==> src/rtl/msw_pkg.sv <==
package msw_pkg;

  localparam int unsigned WORD_W = 32;

  typedef logic [WORD_W-1:0] word_t;

  // right rotate by a constant amount
  function automatic word_t rotr(input word_t x, input int unsigned n);
    return (x >> n) | (x << (WORD_W - n));
  endfunction

  function automatic word_t small_sig0(input word_t x);
    return rotr(x, 7) ^ rotr(x, 18) ^ (x >> 3);
  endfunction

  function automatic word_t small_sig1(input word_t x);
    return rotr(x, 17) ^ rotr(x, 19) ^ (x >> 10);
  endfunction

  // recurrence: taps are W[t-2], W[t-7], W[t-15], W[t-16]
  function automatic word_t sched_word(input word_t w_m2, input word_t w_m7,
                                       input word_t w_m15, input word_t w_m16);
    return small_sig1(w_m2) + w_m7 + small_sig0(w_m15) + w_m16;
  endfunction

endpackage

==> src/rtl/msw_round_ctr.sv <==
module msw_round_ctr #(
  parameter int unsigned ROUNDS  = 64,
  parameter int unsigned PRELOAD = 16,
  localparam int unsigned CW = $clog2(ROUNDS),
  localparam int unsigned IW = $clog2(PRELOAD)
) (
  input  logic          clk,
  input  logic          rst_n,
  input  logic          start_i,
  input  logic          step_i,
  output logic [IW-1:0] idx_o,
  output logic          early_o,
  output logic          shift_o
);

  localparam logic [CW-1:0] LAST = CW'(ROUNDS - 1);
  localparam logic [CW-1:0] PRE  = CW'(PRELOAD);

  logic [CW-1:0] cnt_q;
  logic          at_last;
  logic          advance;

  assign at_last = (cnt_q == LAST);
  assign advance = step_i && !start_i && !at_last;
  assign early_o = (cnt_q < PRE);
  assign idx_o   = cnt_q[IW-1:0];
  assign shift_o = advance && !early_o;

  always_ff @(posedge clk or negedge rst_n) begin
    if (!rst_n)       cnt_q <= '0;
    else if (start_i) cnt_q <= '0;
    else if (advance) cnt_q <= cnt_q + 1'b1;
  end

  p_start_zero_r2: assert property (@(posedge clk) disable iff (!rst_n)
    start_i |=> (cnt_q == '0));

  p_step_one_r4: assert property (@(posedge clk) disable iff (!rst_n)
    (step_i && !start_i && cnt_q != LAST) |=> (cnt_q == $past(cnt_q) + 1'b1));

  p_idle_hold_r4: assert property (@(posedge clk) disable iff (!rst_n)
    (!step_i && !start_i) |=> $stable(cnt_q));

  p_saturate_r7: assert property (@(posedge clk) disable iff (!rst_n)
    (at_last && !start_i) |=> (cnt_q == LAST));

endmodule

==> src/rtl/msw_window.sv <==
module msw_window #(
  parameter int unsigned DEPTH = 16,
  parameter int unsigned WW    = 32
) (
  input  logic                       clk,
  input  logic                       rst_n,
  input  logic                       load_i,
  input  logic [DEPTH*WW-1:0]        blk_i,
  input  logic                       shift_i,
  input  logic [WW-1:0]              ins_i,
  output logic [DEPTH-1:0][WW-1:0]   win_o
);

  logic [DEPTH-1:0][WW-1:0] win_q;

  for (genvar i = 0; i < DEPTH; i++) begin : g_slot
    logic [WW-1:0] load_val;
    logic [WW-1:0] shift_val;
    // word 0 sits in the most significant slice of the block
    assign load_val = blk_i[(DEPTH-1-i)*WW +: WW];
    if (i == DEPTH - 1) begin : g_top
      assign shift_val = ins_i;
    end else begin : g_mid
      assign shift_val = win_q[i+1];
    end

    always_ff @(posedge clk or negedge rst_n) begin
      if (!rst_n)       win_q[i] <= '0;
      else if (load_i)  win_q[i] <= load_val;
      else if (shift_i) win_q[i] <= shift_val;
    end
  end

  assign win_o = win_q;

  p_top_takes_new_r6: assert property (@(posedge clk) disable iff (!rst_n)
    (shift_i && !load_i) |=> (win_q[DEPTH-1] == $past(ins_i)));

  p_slide_down_r6: assert property (@(posedge clk) disable iff (!rst_n)
    (shift_i && !load_i) |=> (win_q[0] == $past(win_q[1])));

  p_still_when_quiet_r3: assert property (@(posedge clk) disable iff (!rst_n)
    (!shift_i && !load_i) |=> $stable(win_q));

endmodule

==> src/rtl/msw_expand.sv <==
module msw_expand
  import msw_pkg::*;
(
  input  word_t tap_m2_i,
  input  word_t tap_m7_i,
  input  word_t tap_m15_i,
  input  word_t tap_m16_i,
  output word_t new_o
);

  assign new_o = sched_word(tap_m2_i, tap_m7_i, tap_m15_i, tap_m16_i);

endmodule

==> src/rtl/msw_select.sv <==
module msw_select #(
  parameter int unsigned DEPTH = 16,
  parameter int unsigned WW    = 32,
  localparam int unsigned IW = $clog2(DEPTH)
) (
  input  logic                     early_i,
  input  logic [IW-1:0]            idx_i,
  input  logic [DEPTH-1:0][WW-1:0] win_i,
  input  logic [WW-1:0]            new_i,
  output logic [WW-1:0]            w_o
);

  always_comb begin
    if (early_i) w_o = win_i[idx_i];
    else         w_o = new_i;
  end

endmodule

==> src/rtl/msg_sched_window.sv <==
module msg_sched_window
  import msw_pkg::*;
#(
  parameter int unsigned ROUNDS = 64,
  parameter int unsigned DEPTH  = 16,
  localparam int unsigned IW = $clog2(DEPTH)
) (
  input  logic                  clk,
  input  logic                  rst_n,
  input  logic [DEPTH*WORD_W-1:0] blk_i,
  input  logic                  start_i,
  input  logic                  step_i,
  output logic [WORD_W-1:0]     w_o
);

  logic [IW-1:0]                idx;
  logic                         early;
  logic                         shift_en;
  logic [DEPTH-1:0][WORD_W-1:0] win;
  word_t                        new_word;

  msw_round_ctr #(.ROUNDS(ROUNDS), .PRELOAD(DEPTH)) u_ctr (
    .clk     (clk),
    .rst_n   (rst_n),
    .start_i (start_i),
    .step_i  (step_i),
    .idx_o   (idx),
    .early_o (early),
    .shift_o (shift_en)
  );

  msw_window #(.DEPTH(DEPTH), .WW(WORD_W)) u_win (
    .clk     (clk),
    .rst_n   (rst_n),
    .load_i  (start_i),
    .blk_i   (blk_i),
    .shift_i (shift_en),
    .ins_i   (new_word),
    .win_o   (win)
  );

  msw_expand u_exp (
    .tap_m2_i  (win[DEPTH-2]),
    .tap_m7_i  (win[DEPTH-7]),
    .tap_m15_i (win[1]),
    .tap_m16_i (win[0]),
    .new_o     (new_word)
  );

  msw_select #(.DEPTH(DEPTH), .WW(WORD_W)) u_sel (
    .early_i (early),
    .idx_i   (idx),
    .win_i   (win),
    .new_i   (new_word),
    .w_o     (w_o)
  );

  // the word handed to the core in a shifting round is the one stored
  p_output_stored_r6: assert property (@(posedge clk) disable iff (!rst_n)
    (shift_en && !start_i) |=> (win[DEPTH-1] == $past(w_o)));

  p_first_word_r2: assert property (@(posedge clk) disable iff (!rst_n)
    start_i |=> (w_o == $past(blk_i[DEPTH*WORD_W-1 -: WORD_W])));

endmodule

==> config.mk <==
export PLATFORM = sky130hd
export DESIGN_NAME = msg_sched_window
export DESIGN_NICKNAME = d
export VERILOG_FILES = /design/src/rtl/msw_pkg.sv /design/src/rtl/msw_round_ctr.sv /design/src/rtl/msw_window.sv /design/src/rtl/msw_expand.sv /design/src/rtl/msw_select.sv /design/src/rtl/msg_sched_window.sv
export SDC_FILE = /design/constraint.sdc
export NUM_CORES = 1
export LEC_CHECK = 0
export ABC_AREA = 0
export BUFFER_PORTS_ARGS = -buffer_cell sky130_fd_sc_hd__buf_4
export CORE_MARGIN = 2
export CORE_UTILIZATION = 45
export DETAILED_ROUTE_END_ITERATION = 6
export PLACE_DENSITY = 0.72
export SLEW_MARGIN = 20
export SYNTH_ARGS = -nofsm -noshare
export SYNTH_HDL_FRONTEND = slang
export SYNTH_SLANG_ARGS = --single-unit
==> constraint.sdc <==
create_clock -name clk -period 12.5 [get_ports clk]
set_input_delay 2.5 -clock clk [delete_from_list [all_inputs] [get_ports clk]]
set_output_delay 2.5 -clock clk [all_outputs]
set_load 0.01 [all_outputs]
* Yosys cells after proc, flatten, opt, wreduce, memory -nomap -nowiden
Index checks and enable logic that the tools add are counted.
Storage, ports and cells: memories kept 0, input bits 516, RAM bits 0, ROM bits 0, bits in latches 0, output and inout port bits 32, bits in registers 518
Operators by class: shift-type cells 0, add/sub/neg operators 4, div/mod/pow operators 0, equal/unequal tests 1, magnitude comparators 2, multipliers 0, mux-type cells 37, bitwise logic cells 8, reductions and logical operators 8
Operator list (count):
- $mux 32 | 34
- $bmux 32 s4 | 1
- $add 32x32->32 | 3
- $xor 32x32->32 | 2
- $or 13x32->32 | 1
- $or 14x32->32 | 1
- $or 15x32->32 | 1
- $or 25x32->32 | 1
- $xor 32x22->32 | 1
- $xor 32x29->32 | 1
- $mux 6 | 2
- $add 6x1->6 const B | 1
- $eq 6x6->1 const B | 1
- $lt 6x5->1 const B | 1
- $lt 4x5->1 const B | 1
- $reduce_bool 2->1 | 2
- $logic_and 1x1->1 | 3
- $logic_not 1->1 | 3

* Longest topological paths before layout
depth after elaboration 8, gate-level depth with buffers 18, gate-level depth less buffers 17

* Cells and area by module
From an unflattened synthesis, not the netlist that was laid out.
Unflattened totals: cell total of the unflattened synthesis 3118, area total of the unflattened synthesis 33294.4 µm²
By module, submodules not included:
- msw_window | instances 1, area each 23946.7 µm², sequential area each 12812.3 µm², cells each 2219
- msw_select | instances 1, area each 4540.6 µm², sequential area each 0.0 µm², cells each 309
- msw_expand | instances 1, area each 4401.7 µm², sequential area each 0.0 µm², cells each 543
- msw_round_ctr | instances 1, area each 405.4 µm², sequential area each 150.1 µm², cells each 47

* Worst setup path before layout
OpenSTA, ideal clock, no wires.
path type register to output, from register u_win.win_q (netlist bit u_win.g_slot[13].shift_val[24]), to output w_o[30], path buffers 1, stages on the path, launching flop included 17, arrival time 3.929 ns, required time 10.000 ns, slack 6.071 ns, cells stage by stage dfrtp_1 -> clkbuf_1 -> xnor2_1 -> xnor2_1 -> fa_1 -> inv_1 -> fa_1 -> inv_1 -> ha_1 -> o211ai_1 -> o211a_1 -> o31a_1 -> a21o_1 -> a211oi_2 -> o211ai_2 -> and3_1 -> o31ai_1
On the way: word-level cells in the longest chain between the ends 7
Ends and longest elaborated chain:
- start: declaration | line msw_window.sv:14 | logic [DEPTH-1:0][WW-1:0] win_q;
- start signal: indexed assignment | line msw_window.sv:29 | else if (load_i) win_q[i] <= load_val;
- start signal: indexed assignment | line msw_window.sv:30 | else if (shift_i) win_q[i] <= shift_val;
- $or 13x32->32 / $or 15x32->32 (equally long branches) | line msw_pkg.sv:9 | return (x >> n) | (x << (WORD_W - n));
- $xor 32x32->32 | line msw_pkg.sv:17 | return rotr(x, 17) ^ rotr(x, 19) ^ (x >> 10);
- $xor 32x22->32 * | line msw_pkg.sv:17
- $add 32x32->32 * (3 in series) | line msw_pkg.sv:23 | return small_sig1(w_m2) + w_m7 + small_sig0(w_m15) + w_m16;
- $mux 32 * | line msw_select.sv:14 | if (early_i) w_o = win_i[idx_i];
- end: declaration | line msg_sched_window.sv:13 | output logic [WORD_W-1:0] w_o
Mark *: on every way between the ends. The rest lies on a longest branch, timed or not.

* Worst setup path in the final report
from register u_win.win_q (netlist bit u_win.g_slot[0].shift_val[8]), to output w_o[31]
On the way: word-level cells in the longest chain between the ends 6
Ends and longest elaborated chain:
- $or 25x32->32 / $or 14x32->32 (equally long branches) | line msw_pkg.sv:9
- $xor 32x32->32 | line msw_pkg.sv:13 | return rotr(x, 7) ^ rotr(x, 18) ^ (x >> 3);
- $xor 32x29->32 * | line msw_pkg.sv:13
- $add 32x32->32 * (2 in series) | line msw_pkg.sv:23
- $mux 32 * | line msw_select.sv:14
Marks and branches as above.

==> flow_summary.json <==
{
  "final_period_utilization_pct": 63.3,
  "dieArea_sq_um": 73800,
  "antenna_left": 0,
  "syn_area_sq_um": 32300,
  "cts-buffers-inserted": 56,
  "synth.yosys.seq_area_share_pct": 40.2,
  "finalHoldViolCount": 0,
  "grt_max_degree": 227,
  "power.density_nw_per_um2": 173,
  "cts_root_buf": "sky130_fd_sc_hd__clkbuf_16",
  "crit_fanout": 6,
  "postSynthNetCount": 3814,
  "critical_path_endpoint_category": "primary output",
  "yosysUniqueCellTypes": 52,
  "slew-limit-headroom_pct": 27.4,
  "grt_setup_unrepaired": "no",
  "hpwlAfterDp_mm": 109,
  "worst_r2r_endpoint": "u_win.g_slot[5].shift_val[26]$_DFFE_PN0P_",
  "grt_overflow": 0,
  "holdCritStartpoint": "u_win.g_slot[5].shift_val[20]$_DFFE_PN0P_",
  "synth_enable_flop_cells": 0,
  "ys_seq_elements": 518,
  "grt_first_pass_wirelength_mm": 191,
  "post_synth.cell_area_avg_sq_um": 10.1,
  "total_leakage_power_uw": 0.0164,
  "vias": 27600,
  "critical_path.max_stage_delay_ns": 0.48,
  "finalCoreUtilization_pct": 54.4,
  "wl_per_cell_microns": 30.1,
  "r2r.worst_path.cells": 9,
  "floorplan_row_count": 98,
  "data_arrival_critical_path_ns": 5.42,
  "max-cap-violations": 0,
  "synth-async-reset-ratio_pct": 100,
  "initial_utilization_pct": 45.3,
  "clock_latency_ns": 0.64,
  "max-vdd-ir-drop_mv": 0.102,
  "io_buffers": 547,
  "core_sq_um": 71200,
  "worst_slew_pin_slew_ns": 1.09,
  "reg2reg_from": "u_ctr.cnt_q[1]$_DFFE_PN0P_",
  "drive_gt1_share_pct": 23.3,
  "crit_chain": "xnor2_1 > xnor2_1 > fa_1 > inv_1 > fa_1 > inv_1 > ha_1 > inv_1 > fa_1 > nor2b_1 > o21a_1 > o21ai_0 > a21o_1 > a21oi_1 > o21ai_0 > and2_1 > a221o_1 > buf_4",
  "drt-initial-drc-count": 3759,
  "ctsHtreeMaxLevel": 2,
  "die_y_microns": 272,
  "synth_cells": 3204,
  "postCtsHoldBufs": 0,
  "maxClockFrequency_mhz": 126,
  "layout_nets": 4162,
  "ff2ff_setup_slack_ns": 7.04,
  "skew_ns": 0.0486,
  "worstSetupPathType": "flop to primary output",
  "fill_cell_count": 6418,
  "first_pass_detailed_route_iteration_total": 6,
  "hold_path_depth": 2,
  "synth-main-ff-cell": "sky130_fd_sc_hd__dfrtp_1",
  "global_route.usage.total_pct": 36.4,
  "cts_sinks": 518,
  "drt-total-wl_mm": 137,
  "post-route-drc-count": 0,
  "cts.repair.resized": 0,
  "syn_to_final_growth_pct": 20.2,
  "worst_hold_path.endpoint": "u_win.g_slot[5].shift_val[20]$_DFFE_PN0P_",
  "fin_setup_tns_ns": 0,
  "layout_min_cycle_time_ns": 7.92,
  "hold_path_class": "flop to flop",
  "antenna_found_initial": 10,
  "timing.critical_path.slowest_stage_cell": "sky130_fd_sc_hd__dfrtp_1",
  "clock_tree_from_tritoncts": "built",
  "gpl.final_weighted_congestion": 1.09,
  "report.final.setup_viol": 0,
  "grt_pass1_vias": 26300,
  "post-cts-setup-buffer-count": 0,
  "clk_transition_reported_paths_ns": 0.07,
  "setup_crit_start_kind": "flop",
  "die_width_microns": 272,
  "worstPathRequired_ns": 10.00,
  "yosys_warnings": 0,
  "run_status": "completed",
  "io_pins": 548,
  "clock_tree.buffer_depth": 3,
  "slew_violations": 0,
  "avgViaCountPerCell": 6.06
}
==> state kept, by name, summed over array words and instances (netlist names) <==
signal / flops
u_win.win_o: 32
u_win.g_slot.shift_val: 480
u_ctr.cnt_q: 6
==> layout by cell type (no fill, tap or decap), drive strengths merged, types with 3 or more instances in the layout <==
master,Yosys,routed
buf,73,569
o21ai,536,536
or2,4,4
nor3,9,9
or3,5,5
nor2,63,63
nand2,565,565
xor2,26,26
mux4,160,160
o31ai,9,9
clkbuf,206,80
clkinvlp,0,4
a211oi,4,4
ha,32,32
and2,3,3
nand4,6,6
o211ai,12,12
diode,0,3
xnor2,118,118
o21bai,5,5
a31oi,6,6
dfrtp,518,518
clkinv,0,12
nand3,13,13
a21boi,3,3
fa,62,62
mux2i,455,455
inv,149,150
o21a,12,12
bufinv,0,8
and3,13,13
a21o,17,17
a21oi,96,96
==> worst max path at each step <==
stage                                                     startpoint  endpoint  slack [ns]  cells after the start
final                       u_win.g_slot[0].shift_val[8]$_DFFE_PN0P_   w_o[31]        4.58                     18
after detailed placement    u_win.g_slot[0].shift_val[8]$_DFFE_PN0P_   w_o[31]        5.32                     18
after floorplan           u_win.g_slot[13].shift_val[24]$_DFFE_PN0P_   w_o[30]        6.07                     16
after global routing        u_win.g_slot[0].shift_val[8]$_DFFE_PN0P_   w_o[31]        4.41                     18
after CTS                   u_win.g_slot[0].shift_val[8]$_DFFE_PN0P_   w_o[31]        4.63                     18
after global placement      u_win.g_slot[0].shift_val[8]$_DFFE_PN0P_   w_o[31]        5.32                     18
==> final cells by class <==
cell class,instances,area (sq um),area share [%]
clock inverter,25,364,0.940
sequential,518,13000,33.5
timing repair buffer,569,4390,11.3
clock buffer,80,1640,4.24
multi-input combinational,2258,17600,45.5
tap,950,1190,3.07
antenna,3,7.51,0.0194
inverter,149,559,1.44
==> worst max-delay path: cells and delay by family (launching register included) <==
kind            cells  cell delay [ns]
fa+ha+maj           4             1.53
simple gates        2             0.34
xor+xnor            2             0.52
compound gates      6             1.56
buf+inv             4             0.36
flops               1             0.48
==> synth_stat cells, types with 11 or more instances <==
cell | number | area share (%)
sky130_fd_sc_hd__a21oi_1 | 96 | 1.5
sky130_fd_sc_hd__inv_1 | 149 | 1.7
sky130_fd_sc_hd__o21ai_0 | 536 | 8.3
sky130_fd_sc_hd__o211ai_1 | 11 | 0.26
sky130_fd_sc_hd__nand3_1 | 13 | 0.20
sky130_fd_sc_hd__xor2_1 | 26 | 0.71
sky130_fd_sc_hd__mux4_2 | 160 | 11
sky130_fd_sc_hd__buf_1 | 13 | 0.15
sky130_fd_sc_hd__mux2i_1 | 455 | 14
sky130_fd_sc_hd__ha_1 | 32 | 1.2
sky130_fd_sc_hd__fa_1 | 62 | 3.8
sky130_fd_sc_hd__nand2_1 | 565 | 6.6
sky130_fd_sc_hd__a21o_1 | 17 | 0.40
sky130_fd_sc_hd__clkbuf_1 | 206 | 2.4
sky130_fd_sc_hd__o21a_1 | 12 | 0.28
sky130_fd_sc_hd__dfrtp_1 | 518 | 40
sky130_fd_sc_hd__xnor2_1 | 118 | 3.2
sky130_fd_sc_hd__and3_1 | 13 | 0.25
sky130_fd_sc_hd__buf_2 | 60 | 0.93
sky130_fd_sc_hd__nor2_1 | 63 | 0.73
==> per-stage QoR <==
| stage | instances | setup WS (ns) | instance area, sq um | power [uW] | hold WS (ns) |
|---|---|---|---|---|---|
| 2_1_floorplan | 3204 | 6.07 | 32300 | 3690 | 0.539 |
| 3_3_place_gp | 4443 | 5.32 | 36700 | 4820 | 0.568 |
| 3_5_place_dp | 4443 | 5.32 | 36700 | 4820 | 0.578 |
| 4_1_cts | 4548 | 4.63 | 38700 | 6620 | 0.591 |
| 5_1_grt | 4551 | 4.41 | 38700 | 6970 | 0.619 |
| 6_report | 4552 | 4.58 | 38800 | 6690 | 0.591 |
==> power breakdown <==
group          internal, uW  switching (uW)  total (uW)
Clock                  1080             728        1810
Sequential             1830             250        2080
Combinational          1050            1760        2810
==> kinds of logic (layout without fill, tap and decap cells) <==
group	count (synthesis)	in the layout	synth area share, %
flip-flops	518	518	40.2
adder cells (fa/ha/maj)	94	94	5.09
XOR/XNOR	144	144	3.91
other	0	3	0
buffers and inverters	428	823	5.21
multiplexers	616	616	25.3
AO/OA/AOI/OAI	715	715	11.8
AND/OR/NAND/NOR	689	689	8.43
==> routing by layer <==
metal | wire [microns] | track usage, % | vias up
li1 | - | - | 11900
met4 | 6920 | 15.7 | 6
met5 | 41 | 0 | -
met2 | 61900 | 55.6 | 1587
met3 | 13400 | 7.22 | 264
met1 | 54600 | 50.8 | 13900
(Power assumes the default switching activity.)
